===== config.mk =====
export PLATFORM = sky130hd
export DESIGN_NAME = mission_clear_ctrl
export DESIGN_NICKNAME = d
export VERILOG_FILES = /design/src/rtl/mclr_pkg.sv /design/src/rtl/mclr_arm_ctrl.sv /design/src/rtl/mclr_erase_seq.sv /design/src/rtl/mclr_addr_map.sv /design/src/rtl/mission_clear_ctrl.sv
export SDC_FILE = /design/constraint.sdc
export NUM_CORES = 1
export LEC_CHECK = 0
export CORE_AREA = 2 2 46 48
export CTS_CLUSTER_SIZE = 20
export DETAILED_ROUTE_END_ITERATION = 6
export DIE_AREA = 0 0 48 50
export PLACE_DENSITY_LB_ADDON = 0.12
export SYNTH_ARGS = -nofsm -noshare
export SYNTH_HDL_FRONTEND = slang
export SYNTH_SLANG_ARGS = --single-unit

===== constraint.sdc =====
create_clock -name clk -period 4.24 [get_ports clk]
set_clock_uncertainty 0.1 [all_clocks]
set_input_delay 0.636 -clock clk [delete_from_list [all_inputs] [get_ports clk]]
set_output_delay 0.636 -clock clk [all_outputs]
set_load 0.01 [all_outputs]

===== src/rtl/mclr_pkg.sv =====
package mclr_pkg;
  localparam logic [7:0] CMD_CLEAR = 8'h3C;
  localparam int unsigned NUM_REGIONS = 3;
endpackage


===== src/rtl/mclr_arm_ctrl.sv =====
module mclr_arm_ctrl (
  input  logic       clk,
  input  logic       rst_n,
  input  logic       cmd_valid,
  input  logic [7:0] cmd_code,
  input  logic       ctrl_wr,
  input  logic       ctrl_arm,
  input  logic       busy,
  input  logic       done,
  output logic       start,
  output logic       arm_q,
  output logic       cleared_q
);
  import mclr_pkg::*;

  logic arm_n, cleared_n, is_clear;

  assign is_clear = cmd_valid && (cmd_code == CMD_CLEAR);
  assign start    = is_clear && arm_q && !busy;

  always_comb begin
    arm_n = arm_q;
    if (start || busy)   arm_n = 1'b0;
    else if (ctrl_wr)    arm_n = ctrl_arm;
    else if (cmd_valid)  arm_n = 1'b0;
  end

  always_comb begin
    cleared_n = cleared_q;
    if (done)                                       cleared_n = 1'b1;
    else if (ctrl_wr && ctrl_arm && !busy && !start) cleared_n = 1'b0;
  end

  always_ff @(posedge clk or negedge rst_n) begin
    if (!rst_n) begin
      arm_q     <= 1'b0;
      cleared_q <= 1'b0;
    end else begin
      arm_q     <= arm_n;
      cleared_q <= cleared_n;
    end
  end
endmodule


===== src/rtl/mclr_erase_seq.sv =====
module mclr_erase_seq #(
  parameter int unsigned CLR_CYCLES = 40,
  parameter int unsigned NUM_ADDR   = 30,
  localparam int unsigned CNT_W     = $clog2(CLR_CYCLES + 1)
) (
  input  logic             clk,
  input  logic             rst_n,
  input  logic             start,
  output logic             busy_q,
  output logic             done,
  output logic             we,
  output logic [CNT_W-1:0] idx
);
  localparam logic [CNT_W-1:0] LAST   = CNT_W'(CLR_CYCLES - 1);
  localparam logic [CNT_W-1:0] N_ADDR = CNT_W'(NUM_ADDR);

  logic [CNT_W-1:0] cnt_q, cnt_n;
  logic             busy_n;

  always_comb begin
    busy_n = busy_q;
    cnt_n  = cnt_q;
    done   = 1'b0;
    if (busy_q) begin
      if (cnt_q == LAST) begin
        busy_n = 1'b0;
        cnt_n  = '0;
        done   = 1'b1;
      end else begin
        cnt_n = cnt_q + 1'b1;
      end
    end else if (start) begin
      busy_n = 1'b1;
      cnt_n  = '0;
    end
  end

  always_ff @(posedge clk or negedge rst_n) begin
    if (!rst_n) begin
      busy_q <= 1'b0;
      cnt_q  <= '0;
    end else begin
      busy_q <= busy_n;
      cnt_q  <= cnt_n;
    end
  end

  assign we  = busy_q && (cnt_q < N_ADDR);
  assign idx = cnt_q;
endmodule


===== src/rtl/mclr_addr_map.sv =====
module mclr_addr_map #(
  parameter int unsigned ADDR_W   = 12,
  parameter int unsigned IDX_W    = 6,
  parameter int unsigned REG_BASE = 32'h200,
  parameter int unsigned REG_LEN  = 6,
  parameter int unsigned ALM_BASE = 32'h020,
  parameter int unsigned ALM_LEN  = 8,
  parameter int unsigned HIS_BASE = 32'h080,
  parameter int unsigned HIS_LEN  = 16
) (
  input  logic [IDX_W-1:0]  idx,
  output logic [ADDR_W-1:0] addr
);
  import mclr_pkg::*;

  localparam int unsigned BASES [NUM_REGIONS] = '{REG_BASE, ALM_BASE, HIS_BASE};
  localparam int unsigned LENS  [NUM_REGIONS] = '{REG_LEN, ALM_LEN, HIS_LEN};

  always_comb begin
    int unsigned off;
    logic        hit;
    off  = 0;
    hit  = 1'b0;
    addr = '0;
    for (int r = 0; r < int'(NUM_REGIONS); r++) begin
      if (!hit && (32'(idx) < off + LENS[r])) begin
        addr = ADDR_W'(BASES[r] + 32'(idx) - off);
        hit  = 1'b1;
      end
      off = off + LENS[r];
    end
  end
endmodule


===== src/rtl/mission_clear_ctrl.sv =====
module mission_clear_ctrl #(
  parameter int unsigned ADDR_W     = 12,
  parameter int unsigned DATA_W     = 8,
  parameter int unsigned REG_BASE   = 32'h200,
  parameter int unsigned REG_LEN    = 6,
  parameter int unsigned ALM_BASE   = 32'h020,
  parameter int unsigned ALM_LEN    = 8,
  parameter int unsigned HIS_BASE   = 32'h080,
  parameter int unsigned HIS_LEN    = 16,
  parameter int unsigned CLR_CYCLES = 40
) (
  input  logic              clk,
  input  logic              rst_n,
  input  logic              cmd_valid,
  input  logic [7:0]        cmd_code,
  input  logic              ctrl_wr,
  input  logic              ctrl_arm,
  output logic              arm_o,
  output logic              cleared_o,
  output logic              busy_o,
  output logic              ers_we,
  output logic [ADDR_W-1:0] ers_addr,
  output logic [DATA_W-1:0] ers_data
);
  localparam int unsigned NUM_ADDR = REG_LEN + ALM_LEN + HIS_LEN;
  localparam int unsigned CNT_W    = $clog2(CLR_CYCLES + 1);

  logic             start, done;
  logic [CNT_W-1:0] idx;

  mclr_arm_ctrl u_arm (
    .clk       (clk),
    .rst_n     (rst_n),
    .cmd_valid (cmd_valid),
    .cmd_code  (cmd_code),
    .ctrl_wr   (ctrl_wr),
    .ctrl_arm  (ctrl_arm),
    .busy      (busy_o),
    .done      (done),
    .start     (start),
    .arm_q     (arm_o),
    .cleared_q (cleared_o)
  );

  mclr_erase_seq #(
    .CLR_CYCLES (CLR_CYCLES),
    .NUM_ADDR   (NUM_ADDR)
  ) u_seq (
    .clk    (clk),
    .rst_n  (rst_n),
    .start  (start),
    .busy_q (busy_o),
    .done   (done),
    .we     (ers_we),
    .idx    (idx)
  );

  mclr_addr_map #(
    .ADDR_W   (ADDR_W),
    .IDX_W    (CNT_W),
    .REG_BASE (REG_BASE),
    .REG_LEN  (REG_LEN),
    .ALM_BASE (ALM_BASE),
    .ALM_LEN  (ALM_LEN),
    .HIS_BASE (HIS_BASE),
    .HIS_LEN  (HIS_LEN)
  ) u_map (
    .idx  (idx),
    .addr (ers_addr)
  );

  assign ers_data = '0;
endmodule


==> flow_summary.ini, run 1 <==
[timing]
fin_crit_ns = 2.90
rsz0062_at_grt = no
finalHoldViolCount = 0
finalCritPeriodShare_pct = 68.4
tns_ns = 0
slew_viol_final = 0
holdWs_ns = 0.449
setup_viol = 0
setup_slack_ns = 1.34
fmax_ghz = 0.345

[logic_synthesis]
synth.ff_latch_count = 9
synth_area_um2 = 777
synth_cells = 94
avgSynthCellArea_um2 = 8.27
yosysSeqAreaShare_pct = 29.0
ys_types = 37
yosysWarningCount = 0

[cells_and_area]
area_growth_pct = 27.7
multiInputGateArea_um2 = 465
regArea_um2 = 225
num-fill-cells = 192
drive_gt1_share_pct = 5.22
layout.cells.non_filler = 142
final_cell_mix = clkdlybuf4s50_1 (23), conb_1 (13), dfrtp_1 (9)
final_common_cell = clkdlybuf4s50_1
insertedDiodeCount = 0
final_area_um2 = 992
fin_nets = 131

[cts]
cts_num_sinks = 9
cts_tree = done
clock_path_buffers = 2
postCtsHoldBufs = 0
post-cts-setup-buffer-count = 0
cts-buffers-inserted = 3
post_cts_resized = 0
clk_latency_ns = 0.26
root_buffer = clkbuf_4
htree_levels = 1
clkTransAtPathRegs_ns = 0.06

[power]
p_comb_share_pct = 12.3
peakVddDrop_mv = 0.127
p_clk_share_pct = 37.5
p_per_area_nw_per_um2 = 174
p_int_w = 0.000134
p_sw_share_pct = 22.3
seqPwrFrac_pct = 50.2
p_leak_nw = 0.418
p_switching_w = 0.0000385

[worst_setup_path]
crit_chain = nor2_1, nor2_1, a2111oi_1, clkdlybuf4s50_1
path_class = flip-flop to output pin
r2r_start = u_seq.idx[2]
cp.arrival_ns = 2.17
cp_max_fo = 15
crit_start = u_seq.idx[4]
cpPeakStageDelay_ns = 0.60
endpoint_kind = output pin
crit_path_top_delay_cell = clkdlybuf4s50_1
required_ns = 3.50
cp_common_cell = nor2_1
cp-start-kind = flip-flop
reg2reg_depth = 4

[detailed_routing]
vias = 703
wl_mm = 1.62
ant_nets = 0
drc = 0
drtIter0Drc = 3
wl_per_cell_um = 11.4
vias_per_cell = 4.95
first_pass_iters = 4

[placement]
dp_hpwl_mm = 1.32
dpl_worst_slack_ns = 1.62
placed_area_um2 = 966
io_buffers = 23
dp_cells = 138
gp_congestion = 0.808

[hold_path]
min_path_cells = 2
hold_start = u_arm.arm_q
hold_path_class = flip-flop to flip-flop

[die]
die_x_um = 48
die_h_um = 50
num_io_pins = 37
initial_utilization_pct = 40.9
coreArea_um2 = 1900
num_rows = 16
die_area_um2 = 2400

[global_routing]
grtUsageTotal_pct = 15.0
grt_pass1_wl_mm = 2.59
grt_start_max_net_pins = 16
grt_pass1_vias = 623
grt-ovfl-total = 0
antenna_found_initial = 0

[outcome]
status = finished, final reports clean

[run]
max_cap_viol_count = 0
==> flip-flops by register name, summed over array words and instances (netlist names) <==
| register | count |
|---|---|
| u_arm.cleared_q | 1 |
| u_arm.arm_q | 1 |
| u_seq.idx | 6 |
| u_seq.busy_q | 1 |
==> cells by family after synthesis <==
kind of cell	count (synthesis)	share of synthesized area [%]
other	1	0.483
flip-flops	9	29.0
multiplexers	2	2.58
adder cells (fa/ha/maj)	2	3.22
buffers and inverters	21	16.9
AND/OR/NAND/NOR	38	27.5
AO/OA/AOI/OAI	19	18.0
XOR/XNOR	2	2.25
==> final timing paths <==
path                                end  slack [ns]
max                         ers_addr[2]        1.34
min                         u_arm.arm_q        0.45
max reg2reg                u_seq.idx[5]        2.56
min reg2reg                 u_arm.arm_q        0.45
max in group asynchronous  u_seq.busy_q        3.18
min in group asynchronous  u_seq.idx[3]        0.57
==> power by group through the flow <==
stage	clock network, W	logic (W)	registers, W
floorplan	0	0.0000159	0.0000885
global placement	0	0.0000209	0.0000883
detailed placement	0	0.0000213	0.0000882
CTS	0.0000667	0.0000213	0.0000867
global route	0.0000735	0.0000237	0.0000866
finish	0.0000648	0.0000212	0.0000867
==> critical path: cells and delay by family (launching register included) <==
family                 cells  cell delay [ns]
and+or+nand+nor            2             0.41
buffers and inverters      1             0.60
DFF                        1             0.53
AOI/OAI and AO/OA          1             0.36
==> synth_stat cells <==
| library cell | n | area [µm²] |
|---|---|---|
| inv_2 | 1 | 3.75 |
| o31a_1 | 1 | 8.76 |
| conb_1 | 1 | 3.75 |
| o21ai_1 | 1 | 5.00 |
| nand2b_1 | 1 | 6.26 |
| or3_1 | 1 | 6.26 |
| nand3_1 | 5 | 25.0 |
| or3_4 | 1 | 11.3 |
| a21o_1 | 1 | 7.51 |
| and2_1 | 4 | 25.0 |
| a31oi_1 | 2 | 12.5 |
| inv_1 | 2 | 7.51 |
| and3_1 | 3 | 18.8 |
| mux2i_1 | 2 | 20.0 |
| nor3_1 | 2 | 10.0 |
| buf_2 | 3 | 15.0 |
| nand3b_1 | 2 | 15.0 |
| o31ai_2 | 1 | 12.5 |
| ha_1 | 2 | 25.0 |
| nand2_1 | 8 | 30.0 |
| nor2b_1 | 1 | 6.26 |
| or2_1 | 1 | 6.26 |
| xor2_1 | 1 | 8.76 |
| dfrtp_1 | 9 | 225 |
| xnor2_1 | 1 | 8.76 |
| clkbuf_1 | 2 | 7.51 |
| nand4bb_1 | 2 | 22.5 |
| nand4_1 | 2 | 12.5 |
| a41oi_1 | 1 | 8.76 |
| a2111oi_1 | 1 | 10.0 |
| o2111ai_1 | 1 | 8.76 |
| o221ai_1 | 2 | 17.5 |
| buf_4 | 13 | 97.6 |
| o22ai_1 | 1 | 6.26 |
| a31o_1 | 2 | 17.5 |
| nor2_1 | 5 | 18.8 |
| a21oi_1 | 5 | 25.0 |
==> layer usage <==
layer	vias to the layer above	GRT usage [%]	routed length, µm
li1	358	-	-
met1	312	17.5	675
met2	31	24.9	789
met3	2	4.40	125
met4	0	5.41	25
met5	-	0	0
==> cell type report <==
class / count / share of cell area (%)
Multi-Input combinational cell: 76 / 46.9
Timing Repair Buffer: 23 / 23.2
Sequential cell: 9 / 22.7
Tap cell: 27 / 3.40
Clock buffer: 4 / 2.65
Inverter: 3 / 1.13
==> stage by stage <==
| stage | util [%] | total power [W] |
|---|---|---|
| floorplan | - | 0.000104 |
| global placement | 50.8 | 0.000109 |
| detailed placement | 50.8 | 0.000109 |
| CTS | 52.2 | 0.000175 |
| global route | 52.2 | 0.000184 |
| finish | 52.2 | 0.000173 |
(Power assumes the default switching activity.)
==> inputs of run 2 (changes only) <==
--- a/config.mk
+++ b/config.mk
@@ -5,10 +5,10 @@
 export SDC_FILE = /design/constraint.sdc
 export NUM_CORES = 1
 export LEC_CHECK = 0
-export CORE_AREA = 2 2 46 48
+export CORE_AREA = 2 2 48 50
 export CTS_CLUSTER_SIZE = 20
 export DETAILED_ROUTE_END_ITERATION = 6
-export DIE_AREA = 0 0 48 50
+export DIE_AREA = 0 0 50 52
 export PLACE_DENSITY_LB_ADDON = 0.12
 export SYNTH_ARGS = -nofsm -noshare
 export SYNTH_HDL_FRONTEND = slang
==> constraint.sdc (replaced) <==
create_clock -name clk -period 2.97 [get_ports clk]
set_clock_uncertainty 0.1 [all_clocks]
set_input_delay 0.4455 -clock clk [delete_from_list [all_inputs] [get_ports clk]]
set_output_delay 0.4455 -clock clk [all_outputs]
set_load 0.01 [all_outputs]
==> flow_summary.ini, run 2 (synthesis gave the netlist of run 1 again) <==
[worst_setup_path]
cp.arrival_ns = 2.21
required_ns = 2.42
cp-start-kind = flip-flop
crit_family = buffers and inverters
r2r_start = u_seq.idx[2]
crit_path_end = ers_addr[2]
crit_buf_inv = 1
endpoint_kind = output pin
cpPeakStageDelay_ns = 0.60
path_class = flip-flop to output pin
crit_start = u_seq.idx[3]
worst-path-stages = 4
reg2reg_depth = 4
r2r-end = u_seq.idx[5]
cp_max_fo = 12
crit_chain = nor2_1, nor2_1, a2111oi_1, clkdlybuf4s50_1
crit_path_top_delay_cell = clkdlybuf4s50_1
cp_common_cell = nor2_1
r2r_setup_slack_ns = 1.29

[run]
max_cap_viol_count = 0

[timing]
fin_crit_ns = 2.76
rsz0062_at_grt = no
fmax_ghz = 0.362
finalHoldViolCount = 0
finalCritPeriodShare_pct = 92.9
holdWs_ns = 0.388
tns_ns = 0
slew_viol_final = 0
setup_viol = 0

[detailed_routing]
drc = 0
vias_per_cell = 4.92
wl_mm = 1.67
first_pass_iters = 4
drtIter0Drc = 6
vias = 709
ant_nets = 0
wl_per_cell_um = 11.6

[cts]
post_cts_resized = 0
clock_path_buffers = 2
root_buffer = clkbuf_4
post-cts-setup-buffer-count = 0
cts_tree = done
clkTransAtPathRegs_ns = 0.07
postCtsHoldBufs = 0
cts-buffers-inserted = 3
cts_num_sinks = 9
htree_levels = 1
clk_latency_ns = 0.27

[die]
num_rows = 17
initial_utilization_pct = 36.9
die_h_um = 52
die_x_um = 50
die_area_um2 = 2600
num_io_pins = 37
coreArea_um2 = 2110

[global_routing]
antenna_found_initial = 0
grt_pass1_vias = 639
grtUsageTotal_pct = 14.4
grt-ovfl-total = 0
grt_start_max_net_pins = 15
grt_pass1_wl_mm = 2.79

[placement]
io_buffers = 23
placed_area_um2 = 975
gp_congestion = 0.760
dp_hpwl_mm = 1.26

[cells_and_area]
fin_nets = 132
drive_gt1_share_pct = 6.03
final_common_cell = clkdlybuf4s50_1
final_cell_mix = clkdlybuf4s50_1 (23), conb_1 (13), dfrtp_1 (9)
final_area_um2 = 1000
regArea_um2 = 225
area_growth_pct = 28.8
insertedDiodeCount = 0
num-fill-cells = 217
multiInputGateArea_um2 = 465
largest_reg_flops = 6

[power]
p_per_area_nw_per_um2 = 252
peakVddDrop_mv = 0.168
p_leak_nw = 0.422

[outcome]
status = finished, final reports clean

[hold_path]
hold_path_class = input port to asynchronous set/reset pin
## run 2: cell types whose count changed in the layout (fill, tap and decap cells not counted), sizes merged
| cell | delta |
|---|---|
| buf | +1 |
## run 2: power breakdown
part	leakage, nW	internal, W	switching, W
logic	0.311	0.0000166	0.0000137
clock network	0.0150	0.0000520	0.0000466
registers	0.0966	0.000123	0.000000352
total	0.422	0.000192	0.0000606
## run 2: worst min-delay path by stage
stage	start	slack, ns	to	cells after the start
CTS	rst_n	0.40	u_arm.arm_q	1
finish	rst_n	0.39	u_arm.arm_q	1
global route	rst_n	0.42	u_seq.idx[2]	1
detailed placement	u_arm.cleared_q	0.42	u_arm.cleared_q	2
global placement	u_arm.cleared_q	0.42	u_arm.cleared_q	2
floorplan	rst_n	0.05	u_arm.arm_q	0
## run 2: area by class of cell
| type | instances | share of cell area, % |
|---|---|---|
| repair buffers | 24 | 23.8 |
| well taps | 28 | 3.50 |
| multi-input cells | 76 | 46.5 |
| clock buffers | 4 | 2.63 |
| flip-flops and latches | 9 | 22.5 |
| inverters | 3 | 1.13 |
## run 2: through the flow
step                      worst slack (ns)  cells  util, %  total power [W]
after floorplan                       1.04    106        -         0.000149
after global placement               0.484    140     46.3         0.000156
after detailed placement             0.448    140     46.3         0.000156
after CTS                            0.195    144     47.5         0.000252
after global routing                0.0871    144     47.5         0.000265
final                                0.211    144     47.5         0.000252
## run 2: worst reg2reg max path, stage by stage (launching register included)
cell	delay, ns
dfrtp_1	0.56
ha_1	0.36
nand4_1	0.16
or3_1	0.34
o221ai_1	0.07
## run 2: layer usage
layer / up-vias / track usage [%] / share of wire (%)
li1: 357 / - / -
met1: 317 / 16.8 / 46
met2: 30 / 24.6 / 45
met3: 5 / 2.59 / 6.7
met4: 0 / 8.33 / 2.3
met5: - / 0 / 0
